## src/rtl/dsqSchedPkg.sv

```systemverilog
package dsqSchedPkg;

  // Strobes from the issue control to the operation queue
  typedef struct packed {
    logic push;        // an operation starts this cycle
    logic pushSqrt;    // kind of the starting operation: 1 = square root
    logic pushFast;    // starting operation takes the short fast path
  } issueStrobe_t;

endpackage

```

## src/rtl/dsqSchedCtrl.sv

```systemverilog
module dsqSchedCtrl
  import dsqSchedPkg::*;
#(
  parameter int DEPTH = 4,
  parameter int RES_W = 24,
  parameter int USE_W = 4,
  parameter logic [RES_W-1:0] DIV_MASK  = 24'h00E01C,
  parameter logic [RES_W-1:0] SQRT_MASK = 24'h3003FC
) (
  input  logic                         clk,
  input  logic                         rst,
  input  logic                         inValid,
  input  logic                         sqrtOp,
  input  logic                         inFast,
  input  logic [$clog2(DEPTH+1)-1:0]   inFlight,
  output logic                         readyDiv,
  output logic                         readySqrt,
  output logic [USE_W-1:0]             usage,
  output issueStrobe_t                 strobes
);

  localparam int CNT_W = $clog2(DEPTH+1);

  logic [RES_W-1:0] resv;
  logic [RES_W-1:0] resvShift;
  logic [RES_W-1:0] resvAdd;
  logic             roomLeft;
  logic             divClash;
  logic             sqrtClash;

  // The reservation window seen by an operation starting this cycle
  assign resvShift = resv >> 1;
  assign roomLeft  = inFlight < CNT_W'(DEPTH);
  assign divClash  = |(resvShift & DIV_MASK);
  assign sqrtClash = |(resvShift & SQRT_MASK);

  assign readyDiv  = roomLeft && !divClash;
  assign readySqrt = roomLeft && !sqrtClash;

  always_comb begin
    strobes          = '0;
    strobes.push     = inValid && (sqrtOp ? readySqrt : readyDiv);
    strobes.pushSqrt = sqrtOp;
    strobes.pushFast = inFast;
  end

  // Fast-path operations claim no multiplier cycles
  assign resvAdd = (strobes.push && !inFast) ? (sqrtOp ? SQRT_MASK : DIV_MASK) : '0;

  always_ff @(posedge clk) begin
    if (rst) begin
      resv <= '0;
    end else begin
      resv <= resvShift | resvAdd;
    end
  end

  assign usage = resv[USE_W-1:0];

endmodule

```

## src/rtl/dsqOpQueue.sv

```systemverilog
module dsqOpQueue
  import dsqSchedPkg::*;
#(
  parameter int DEPTH    = 4,
  parameter int TAG_W    = 4,
  parameter int DIV_LAT  = 19,
  parameter int SQRT_LAT = 27,
  parameter int FAST_LAT = 2
) (
  input  logic                         clk,
  input  logic                         rst,
  input  issueStrobe_t                 strobes,
  input  logic [TAG_W-1:0]             inTag,
  output logic [$clog2(DEPTH+1)-1:0]   inFlight,
  output logic                         outValidDiv,
  output logic                         outValidSqrt,
  output logic [TAG_W-1:0]             outTag
);

  localparam int CNT_W   = $clog2(DEPTH+1);
  localparam int PTR_W   = (DEPTH > 1) ? $clog2(DEPTH) : 1;
  localparam int LAT_MAX = (DIV_LAT > SQRT_LAT) ? DIV_LAT : SQRT_LAT;
  localparam int REM_W   = $clog2(LAT_MAX);
  // Countdown loaded at start so that zero is reached in cycle LAT of the op
  localparam logic [REM_W-1:0] DIV_LOAD  = REM_W'(DIV_LAT - 2);
  localparam logic [REM_W-1:0] SQRT_LOAD = REM_W'(SQRT_LAT - 2);
  localparam logic [REM_W-1:0] FAST_LOAD = REM_W'(FAST_LAT - 2);

  logic [PTR_W-1:0] wrPtr;
  logic [PTR_W-1:0] rdPtr;
  logic [CNT_W-1:0] count;
  logic [DEPTH-1:0] entValid;
  logic [DEPTH-1:0] entSqrt;
  logic [DEPTH-1:0] entDone;
  logic [TAG_W-1:0] entTag [DEPTH];
  logic [REM_W-1:0] entRem [DEPTH];
  logic [REM_W-1:0] loadRem;
  logic             headDone;

  function automatic logic [PTR_W-1:0] nextPtr(input logic [PTR_W-1:0] p);
    return (p == PTR_W'(DEPTH-1)) ? '0 : p + 1'b1;
  endfunction

  always_comb begin
    if (strobes.pushFast)      loadRem = FAST_LOAD;
    else if (strobes.pushSqrt) loadRem = SQRT_LOAD;
    else                       loadRem = DIV_LOAD;
  end

  // Per-entry completion flags
  for (genvar e = 0; e < DEPTH; e++) begin : g_done
    assign entDone[e] = entValid[e] && (entRem[e] == '0);
  end

  assign headDone = entDone[rdPtr];

  always_ff @(posedge clk) begin
    if (rst) begin
      entValid <= '0;
      entSqrt  <= '0;
      for (int e = 0; e < DEPTH; e++) begin
        entTag[e] <= '0;
        entRem[e] <= '0;
      end
    end else begin
      for (int e = 0; e < DEPTH; e++) begin
        if (strobes.push && wrPtr == PTR_W'(e)) begin
          entValid[e] <= 1'b1;
          entSqrt[e]  <= strobes.pushSqrt;
          entTag[e]   <= inTag;
          entRem[e]   <= loadRem;
        end else if (headDone && rdPtr == PTR_W'(e)) begin
          entValid[e] <= 1'b0;
        end else if (entValid[e] && entRem[e] != '0) begin
          entRem[e] <= entRem[e] - 1'b1;
        end
      end
    end
  end

  always_ff @(posedge clk) begin
    if (rst) begin
      wrPtr <= '0;
      rdPtr <= '0;
      count <= '0;
    end else begin
      if (strobes.push) wrPtr <= nextPtr(wrPtr);
      if (headDone)     rdPtr <= nextPtr(rdPtr);
      count <= count + CNT_W'(strobes.push) - CNT_W'(headDone);
    end
  end

  assign inFlight     = count;
  assign outValidDiv  = headDone && !entSqrt[rdPtr];
  assign outValidSqrt = headDone &&  entSqrt[rdPtr];
  assign outTag       = entTag[rdPtr];

endmodule

```

## src/rtl/dsqIssueSched.sv

```systemverilog
module dsqIssueSched
  import dsqSchedPkg::*;
#(
  parameter int DEPTH    = 4,
  parameter int TAG_W    = 4,
  parameter int RES_W    = 24,
  parameter int USE_W    = 4,
  parameter int DIV_LAT  = 19,
  parameter int SQRT_LAT = 27,
  parameter int FAST_LAT = 2,
  parameter logic [RES_W-1:0] DIV_MASK  = 24'h00E01C,
  parameter logic [RES_W-1:0] SQRT_MASK = 24'h3003FC
) (
  input  logic               clk,
  input  logic               rst,
  input  logic               inValid,
  input  logic               sqrtOp,
  input  logic               inFast,
  input  logic [TAG_W-1:0]   inTag,
  output logic               readyDiv,
  output logic               readySqrt,
  output logic [USE_W-1:0]   usage,
  output logic               outValidDiv,
  output logic               outValidSqrt,
  output logic [TAG_W-1:0]   outTag
);

  localparam int CNT_W = $clog2(DEPTH+1);

  issueStrobe_t     strobes;
  logic [CNT_W-1:0] inFlight;

  dsqSchedCtrl #(
    .DEPTH(DEPTH), .RES_W(RES_W), .USE_W(USE_W),
    .DIV_MASK(DIV_MASK), .SQRT_MASK(SQRT_MASK)
  ) u_ctrl (
    .clk(clk), .rst(rst),
    .inValid(inValid), .sqrtOp(sqrtOp), .inFast(inFast),
    .inFlight(inFlight),
    .readyDiv(readyDiv), .readySqrt(readySqrt),
    .usage(usage), .strobes(strobes)
  );

  dsqOpQueue #(
    .DEPTH(DEPTH), .TAG_W(TAG_W),
    .DIV_LAT(DIV_LAT), .SQRT_LAT(SQRT_LAT), .FAST_LAT(FAST_LAT)
  ) u_queue (
    .clk(clk), .rst(rst),
    .strobes(strobes), .inTag(inTag),
    .inFlight(inFlight),
    .outValidDiv(outValidDiv), .outValidSqrt(outValidSqrt),
    .outTag(outTag)
  );

endmodule

```

## config.mk

```make
export PLATFORM = sky130hd
export DESIGN_NAME = dsqIssueSched
export DESIGN_NICKNAME = d
export VERILOG_FILES = /design/src/rtl/dsqSchedPkg.sv /design/src/rtl/dsqSchedCtrl.sv /design/src/rtl/dsqOpQueue.sv /design/src/rtl/dsqIssueSched.sv
export SDC_FILE = /design/constraint.sdc
export NUM_CORES = 1
export LEC_CHECK = 0
export ABC_AREA = 1
export BUFFER_PORTS_ARGS = -buffer_cell sky130_fd_sc_hd__clkbuf_2
export CAP_MARGIN = 25
export CELL_PAD_IN_SITES_DETAIL_PLACEMENT = 0
export CELL_PAD_IN_SITES_GLOBAL_PLACEMENT = 1
export CORE_ASPECT_RATIO = 0.8
export CORE_UTILIZATION = 45
export DETAILED_ROUTE_END_ITERATION = 12
export GPL_TIMING_DRIVEN = 0
export PLACE_DENSITY_LB_ADDON = 0.1
export SYNTH_ARGS = -nofsm -noshare
export SYNTH_HDL_FRONTEND = slang
export SYNTH_HIERARCHICAL = 1
export SYNTH_SLANG_ARGS = --single-unit
```

## constraint.sdc

```tcl
create_clock -name clk -period 6.9 [get_ports clk]
set_clock_uncertainty 0.15 [all_clocks]
set_input_delay 0.345 -clock clk [delete_from_list [all_inputs] [get_ports clk]]
set_output_delay 0.345 -clock clk [all_outputs]
set_load 0.005 [all_outputs]
```

== Word-level counts from Yosys, hierarchy flattened ==
Memories as Yosys holds them, arrays and structs flattened. A register that Yosys moved wholly into a read port is not among the register bits.
Cells that the tools add are included.
Word-level totals
  register bits after elaboration: 39
  RAM bits: 36
  input bits: 9
  output and inout bits: 12
  word-level logic and storage cells: 152
  memories: 2
Operators by class
  add/sub/neg operators: 8
  $lt $le $gt $ge: 2
  equal/unequal tests: 6
  muxes and demuxes: 67
  bitwise logic cells: 13
  reductions and logical operators: 42
Memories
  u_queue.entRem: depth 4, bits a word 5, rd ports 4, clocked after Yosys merged registers in 0, write ports 4, RTL line dsqOpQueue.sv:36  | logic [REM_W-1:0] entRem [DEPTH];
  u_queue.entTag: depth 4, bits a word 4, rd ports 1, clocked after Yosys merged registers in 1, write ports 4, RTL line dsqOpQueue.sv:35  | logic [TAG_W-1:0] entTag [DEPTH];
Operators by type and width (count)
  two-way mux 1 bit: 45
  two-way mux 5 bit: 9
  two-way mux 24 bit: 1
  OR 23 x 24 -> 24 bit: 1
  logical AND 1 bit: 22
  two-way mux 22 bit: 1
  logical NOT 5 bit: 4
  two-way mux 4 bit: 5
  nonzero test 5 bit: 4
  subtractor 5 x 1 -> 5 bit, second input constant: 4
  OR 1 bit: 12
  OR reduction 10 bit: 1
  equality test 2 bit, second input constant: 4
  two-way mux 2 bit: 4
  nonzero test 2 bit: 4
  OR reduction 6 bit: 1
  adder 2 x 1 -> 2 bit, second input constant: 2
  binary-select mux 1 bit (select 2 bit): 2
  equality test 2 x 1 -> 1 bit, second input constant: 2
  logical NOT 1 bit: 4
  logical NOT 2 bit: 2
  adder 3 x 1 -> 3 bit: 1
  less-than comparator 2 x 3 -> 1 bit, second input constant: 1
  less-than comparator 3 bit, second input constant: 1
  subtractor 3 x 1 -> 3 bit: 1

== Longest topological paths before layout ==
Gate-level depths: netlist of run 1.
  depth in word-level cells: 11
  depth in mapped cells: 14
  mapped depth without buffers: 14

== Modules after synthesis ==
Netlist of run 1, hierarchy kept.
Modules (own cells, without submodules)
  dsqOpQueue: times used 1, cells each 309, area each 2967.8 um2, seq. area each 1421.4 um2
  dsqSchedCtrl: times used 1, cells each 100, area each 825.8 um2, seq. area each 440.4 um2

== Worst setup path before layout of run 1 ==
No wires, ideal clock.
  path kind: reg-to-reg
  start: mem u_queue/entRem[3][0] in the netlist's numbering
  end: reg u_queue.count[2] (netlist: u_queue/inFlight[2])
  library setup time: 0.070 ns
  arrival time: 2.318 ns
  data required time: 6.680 ns
  setup slack: 4.363 ns
  cell stages (with the launch flop): 15
  buffers on the path: 0
  clock period less this slack: 2.537 ns
  cells stage by stage: edfxtp_1 -> inv_1 -> ha_1 -> inv_1 -> nor2_4 -> nand3_2 -> nand3_4 -> nand2_4 -> clkinv_4 -> ha_1 -> inv_1 -> ha_1 -> fa_1 -> or2_2 -> a21oi_1
RTL lines
  from (decl): RTL line dsqOpQueue.sv:36
  to (signal assigned): RTL line dsqOpQueue.sv:89  | count <= count + CNT_W'(strobes.push) - CNT_W'(headDone);
  to (decl): RTL line dsqOpQueue.sv:31  | logic [CNT_W-1:0] count;

==> impl_results.md, run 1 <==
- Post-Syn Area per Cell: 9.28 µm²
- IO Port Bufs: 20
- Area grow syn2layout: 11.3%
- Mapped Cells: 409
- CP max stage cell: fa_1
- Placed instance count: 537
- Fin. Hold Viols: 0
- Clk root buf: clkbuf_8
- Clk sinks: 75
- Largest fanout on the critical path: 6
- YS warnings: 6
- Routed len/inst: 12.8 µm
- Final Max Slew Viols: 0
- Share of layout cells above drive strength 1: 22.7%
- Net Sw Power: 0.355 mW
- Worst min-delay path class: in -> reg
- Sequential power share: 48.1%
- Cell Area, Synth: 3790 µm²
- Total GRT Usage: 17.8%
- I/O Pins: 21
- Maximum clock rate: 370 MHz
- Max Cap Viol: 0
- Max_slew headroom: 72.1%
- Worst skew pair latency: 0.34 ns
- Post-Layout Cell Count: 553
- Post-CTS sizing: 0
- Setup TNS Final: 0 ns
- Clock Tree Buf Depth: 2
- CORE AREA: 8060 µm²
- Grt total ovfl: 0
- N_diodes: 0
- First-pass GRT wire length: 12100 µm
- Crit-path cells: inv_1, ha_1, inv_1, nor2_4, nand3_2, nand3_4, nand2_4, clkinv_4, ha_1, inv_1, ha_1, fa_1, or2_2, a21oi_1
- Netlist cell types: 33
- Power Dens Cells: 272 nW/µm²
- Fin crit period: 2.70 ns
- Worst-Margin Slew: 0.418 ns
- DR vias/cell: 4.75
- Synthesized Nets: 437
- Sw frac: 30.9%
- Arrival time at the worst endpoint: 2.83 ns
- Antenna-violating nets left: 0
- Clock input transition at the sequential cells of the worst setup and hold paths: 0.08 ns
- Final period utilization: 39.2%
- Nets: 468
- Crit path buf inv count: 4
- Finish-stage setup viols: 0
- Data required, critical path: 7.03 ns
- CP delay by family, top: adder cells
- 1st-iter DRT viols: 87
- Most frequent cells in the layout: nor2_1, inv_1, nand2_1
- H-tree lvl count: 3
- First-pass iteration count of the detailed router: 4
- CTS Buf Count: 9
- Flop and latch count out of synthesis: 75
- Critical path class: reg -> reg
- FP Rows: 29
- Die ar.: 8800 µm²
- Vias in the first global route: 2531
- Pleak: 1.85 nW
- Fill count: 783
- DRC errors left: 0
- Ys flop type: dfxtp_1
- Post-synthesis sequential area ratio: 49.1%
- Crit end category: flop
- Crit-path max cell delay: 0.38 ns
- Status: complete, no violations
- Final wirelength: 7060 µm
- CTS tree: yes
- Gate power share: 23.2%
- Die width: 105 µm
- Internal Pwr Total: 0.794 mW
- RSZ-0062 raised after global routing: false
- Post-DP HPWL: 5370 µm
- Placer Congestion: 0.757
- Postcts setup bufs: 0
- Max IR drop VDD: 0.134 mV
- Die Y: 84.1 µm
- Vias: 2625
- Commonest non-fill, non-tap cell in the layout: nor2_1
- Initial antenna violation count: 0
- EDFF count, synth: 36
- CP startpoint kind: flop
- Initial core utilization: 47.1%
- Pin count of the biggest net entering global routing: 14
- Proportion of power drawn by the clock network: 28.7%
- Async SR Flop Fraction: 0%
- Post-CTS Hold Fix Bufs: 0
-- cell type report --
class                   count  area, µm²  share of cell area [%]
clock buffers               9        124                    2.93
inverters                  66        253                    5.99
well taps                 108        135                    3.20
flip-flops and latches     75       1860                    44.1
multi-input cells         255       1580                    37.4
repair buffers             20        100                    2.37
clock inverters             7       68.8                    1.63
plain buffers              13        101                    2.40
-- metrics by stage --
stage	area [µm²]	utilization, %	hold slack (ns)	power, mW	setup slack (ns)
after floorplan	3790	-	0.238	0.761	4.36
after global placement	4030	50.0	0.242	0.826	4.22
after detailed placement	4030	50.0	0.244	0.830	4.20
after CTS	4220	52.4	0.122	1.16	4.19
after global routing	4220	52.4	0.147	1.22	4.04
final	4220	52.4	0.143	1.15	4.20
-- layer usage --
layer  track usage, %  part of all wire (%)  vias up
met3             4.61                   3.9        8
li1                 -                     -     1365
met1             24.9                    53     1215
met4             6.15                   1.2        0
met5                0                     0        -
met2             26.8                    42       37
-- final timing paths --
path / start / to / slack (ns) / cells past startpoint
worst min-delay path: sqrtOp / u_ctrl/resv[21]$_SDFF_PP0_ / 0.14 / 3
worst max register to register: u_queue/entRem[3][0]$_DFFE_PP_ / u_queue/inFlight[2]$_SDFF_PP0_ / 4.20 / 14
worst max-delay path: u_queue/entRem[3][0]$_DFFE_PP_ / u_queue/inFlight[2]$_SDFF_PP0_ / 4.20 / 14
worst min register to register: u_ctrl/resv[19]$_SDFF_PP0_ / u_ctrl/resv[18]$_SDFF_PP0_ / 0.25 / 2
-- synth_stat cells, drive strengths merged (5+ instances only) --
cell type	instances	area [µm²]
inv	65	244
buf	10	90.1
nor2	84	390
ha	18	225
nand2	63	272
nand3	20	223
dfxtp	39	781
a21oi	10	53.8
nor3	5	25.0
xnor2	9	78.8
o22ai	5	31.3
xor2	5	43.8
edfxtp	36	1080
nand4	14	87.6
o21ai	15	75.1
-- cell families (layout without fill, tap and decap cells) --
group	Yosys count	in the layout	share of synthesized area, %
buffers and inverters	79	115	9.33
and+or+nand+nor	191	191	27.5
adders and majority gates	19	19	6.46
AOI/OAI and AO/OA	31	31	4.42
DFF	75	75	49.1
xor gates and xnor gates	14	14	3.23
-- registers in the layout, summed over array words and instances, names as in the netlist, named ones only --
name	cells
u_queue/rdPtr	2
u_queue/entRem	20
u_queue/entSqrt	4
u_queue/wrPtr	2
u_queue/inFlight	3
u_queue/entValid	4
u_ctrl/resv	22
u_queue/entTag	16
-- power by group through the flow --
| stage | Clock (mW) | Sequential [mW] | Combinational (mW) |
|---|---|---|---|
| 5_1_grt | 0.356 | 0.559 | 0.303 |
| 4_1_cts | 0.341 | 0.552 | 0.270 |
| 3_3_place_gp | 0 | 0.561 | 0.265 |
| 3_5_place_dp | 0 | 0.563 | 0.268 |
| 2_1_floorplan | 0 | 0.555 | 0.206 |
| 6_report | 0.329 | 0.552 | 0.267 |
-- worst min-delay path, cell delays in order --
cell and delay [ns]:
clkbuf_2 0.11, inv_1 0.08, nor3_1 0.05
(Power assumes the default switching activity.)
==> run 2: changes to the inputs <==
==> constraint.sdc (replaced) <==
create_clock -name clk -period 2.55 [get_ports clk]
set_clock_uncertainty 0.15 [all_clocks]
set_input_delay 0.1275 -clock clk [delete_from_list [all_inputs] [get_ports clk]]
set_output_delay 0.1275 -clock clk [all_outputs]
set_load 0.005 [all_outputs]
==> run 2 against run 1 <==
- non-clock buffer count grew 11
- register-to-register slack lost 4.1 ns
- first-iteration DRC count decreased by 13%
- clock power rose to 2.7 times the previous value
- worst setup slack got worse by 4.1 ns
- die area did not move
==> impl_results.md, run 2 (synthesis gave the netlist of run 1 again) <==
- Finish-stage setup viols: 0 (unchanged)
- Crit-path max cell delay: 0.36 ns (-0.02 ns)
- IO Port Bufs: 20 (unchanged)
- DRC errors left: 0 (unchanged)
- M3 GR Usage: 4.61% (unchanged)
- Power Dens Cells: 723 nW/µm² (+170%)
- Die ar.: 8800 µm² (unchanged)
- Commonest non-fill, non-tap cell in the layout: nor2_1
- Max Cap Viol: 0 (unchanged)
- First-pass iteration count of the detailed router: 4 (unchanged)
- Clock input transition at the sequential cells of the worst setup and hold paths: 0.08 ns (about the same)
- Worst min-delay path class: in -> reg
- Fin. Hold Viols: 0 (unchanged)
- Arrival time at the worst endpoint: 2.58 ns (-0.25 ns)
- Area grow syn2layout: 15.2%
- Clk sinks: 75 (unchanged)
- Post-Layout Cell Count: 564 (+2.0%)
- Grt total ovfl: 0 (unchanged)
- Placer Congestion: 0.757 (unchanged)
- Design Power: 3.16 mW (+180%)
- M1 GR Usage: 25.0% (+0.099 points)
- Clk root buf: clkbuf_8
- CTS Buf Count: 9 (unchanged)
- Number of flip-flops in the largest register: 22 (unchanged)
- CP max stage cell: edfxtp_1
- Pin count of the biggest net entering global routing: 14 (unchanged)
- Final period utilization: 96.0% (+57 points)
- Routed len/inst: 12.7 µm (-0.56%)
- Largest regs: u_ctrl/resv: 22 flops, u_queue/entRem: 20 flops, u_queue/entTag: 16 flops
- Area occupied by multi-input gates: 1630 µm² (+3.1%)
- CTS tree: yes
- DR vias/cell: 4.74 (about the same)
- Nets: 479 (+2.4%)
- Post-DP HPWL: 5370 µm (unchanged)
- 1st-iter DRT viols: 76 (-13%)
- Die Y: 84.1 µm (unchanged)
- Antenna-violating nets left: 0 (unchanged)
- Initial antenna violation count: 0 (unchanged)
- Crit-path cells: inv_2, ha_1, inv_1, nor2_1, nand3_1, nand3_4, nand2_4, clkinv_4, ha_1, inv_1, ha_2, fa_2, or2_4, a21oi_2
- Final wirelength: 7160 µm (+1.4%)
- Crit end category: flop
- CORE AREA: 8060 µm² (unchanged)
- Setup ws final: 0.101 ns (-4.10 ns)
- Largest fanout on the critical path: 3 (-3)
- N_diodes: 0 (unchanged)
- CP startpoint kind: flop
- Vias in the first global route: 2584 (+2.1%)
- Met2 Use GR: 27.5% (+0.66 points)
- Status: complete, no violations
- Max IR drop VDD: 0.403 mV (+200%)
- Initial core utilization: 47.1% (unchanged)
- Max_slew headroom: 72.4% (+0.23 points)
- Critical path class: reg -> reg
- R2R setup slack: 0.10 ns (-4.10 ns)
- Maximum clock rate: 408 MHz (+10%)
- Final Max Slew Viols: 0 (unchanged)
- H-tree lvl count: 3 (unchanged)
- Data required, critical path: 2.69 ns (-4.34 ns)
- Fin crit period: 2.45 ns (-0.254 ns)
- Final Core Density: 54.3% (+1.8 points)
- I/O Pins: 21 (unchanged)
- Gr busiest metal: met2
- Flip-flop and latch area: 1860 µm² (unchanged)
- Largest register by flop count: u_ctrl/resv
- Setup TNS Final: 0 ns (unchanged)
- Worst skew pair latency: 0.35 ns (about the same)
- Pleak: 1.90 nW (+2.6%)
- Worst-Margin Slew: 0.414 ns (-0.00348 ns)
- Fill count: 778 (-0.64%)
- First-pass GRT wire length: 12200 µm (+1.3%)
- RSZ-0062 raised after global routing: true
- Clock Tree Buf Depth: 2 (unchanged)
- Most frequent cells in the layout: nor2_1, inv_1, nand2_1
- Share of layout cells above drive strength 1: 25.7% (+3.0 points)
- FP Rows: 29 (unchanged)
- Pre-CTS setup slack: -0.152 ns (-4.35 ns)
- Placed instance count: 537 (unchanged)
- Total GRT Usage: 18.0% (+0.22 points)
- Die width: 105 µm (unchanged)
- Vias: 2675 (+1.9%)
[run 2: changes by cell type in the layout (fill, tap and decap cells not counted), sizes merged]
cell	previous run	this run
dlygate4sd3	0	7
buf	10	14
[run 2: path summary, 6_finish.rpt]
kind	end	cells past startpoint	startpoint
worst max-delay path	u_queue/inFlight[2]$_SDFF_PP0_	14	u_queue/entRem[0][0]$_SDFFCE_PN0P_
worst min-delay path	u_ctrl/resv[4]$_SDFF_PP0_	5	inValid
worst max register to register	u_queue/inFlight[2]$_SDFF_PP0_	14	u_queue/entRem[0][0]$_SDFFCE_PN0P_
worst min register to register	u_ctrl/resv[18]$_SDFF_PP0_	2	u_ctrl/resv[19]$_SDFF_PP0_
[run 2: metrics by stage]
step | area, µm² | hold WS, ns
2_1_floorplan | 3790 | 0.134
3_3_place_gp | 4030 | 0.242
3_5_place_dp | 4030 | 0.244
4_1_cts | 4310 | 0.00396
5_1_grt | 4370 | 0.0587
6_report | 4370 | 0.0347
[run 2: power breakdown]
| group | internal [mW] | total, mW | switching (mW) |
|---|---|---|---|
| Combinational | 0.313 | 0.769 | 0.456 |
| Clock | 0.448 | 0.893 | 0.445 |
| Sequential | 1.42 | 1.50 | 0.0795 |
[run 2: timing repair]
item / 4_1_cts / 5_1_grt
hold buffers: 7 / 0
buffers inserted: 2 / 2
gates resized for setup: 3 / 14
pin swaps: 2 / 5
endpoints found under the hold margin: 19 / 0
endpoints found under the setup margin: 1 / 22
[run 2: worst max-delay path: cells and delay by family, from the launching register on]
family / cells / cell delay [ns]
AO/OA/AOI/OAI: 1 / 0.10
AND/OR/NAND/NOR: 5 / 0.62
buffers and inverters: 4 / 0.21
flip-flops: 1 / 0.36
adder cells (fa/ha/maj): 4 / 0.95
[run 2: cell type report]
class                      instances  share of cell area [%]
sequential                        75                    42.6
multi-input combinational        255                    37.2
inverter                          66                    5.78
timing repair buffer              31                    4.58
tap                              108                    3.09
clock buffer                       9                    2.83
buffer                            13                    2.32
clock inverter                     7                    1.57
[run 2: routing by layer]
metal	share of wire [%]	wire, µm
met2	42	3040
met1	51	3680
met5	0	0
met4	1.4	98
met3	4.7	339
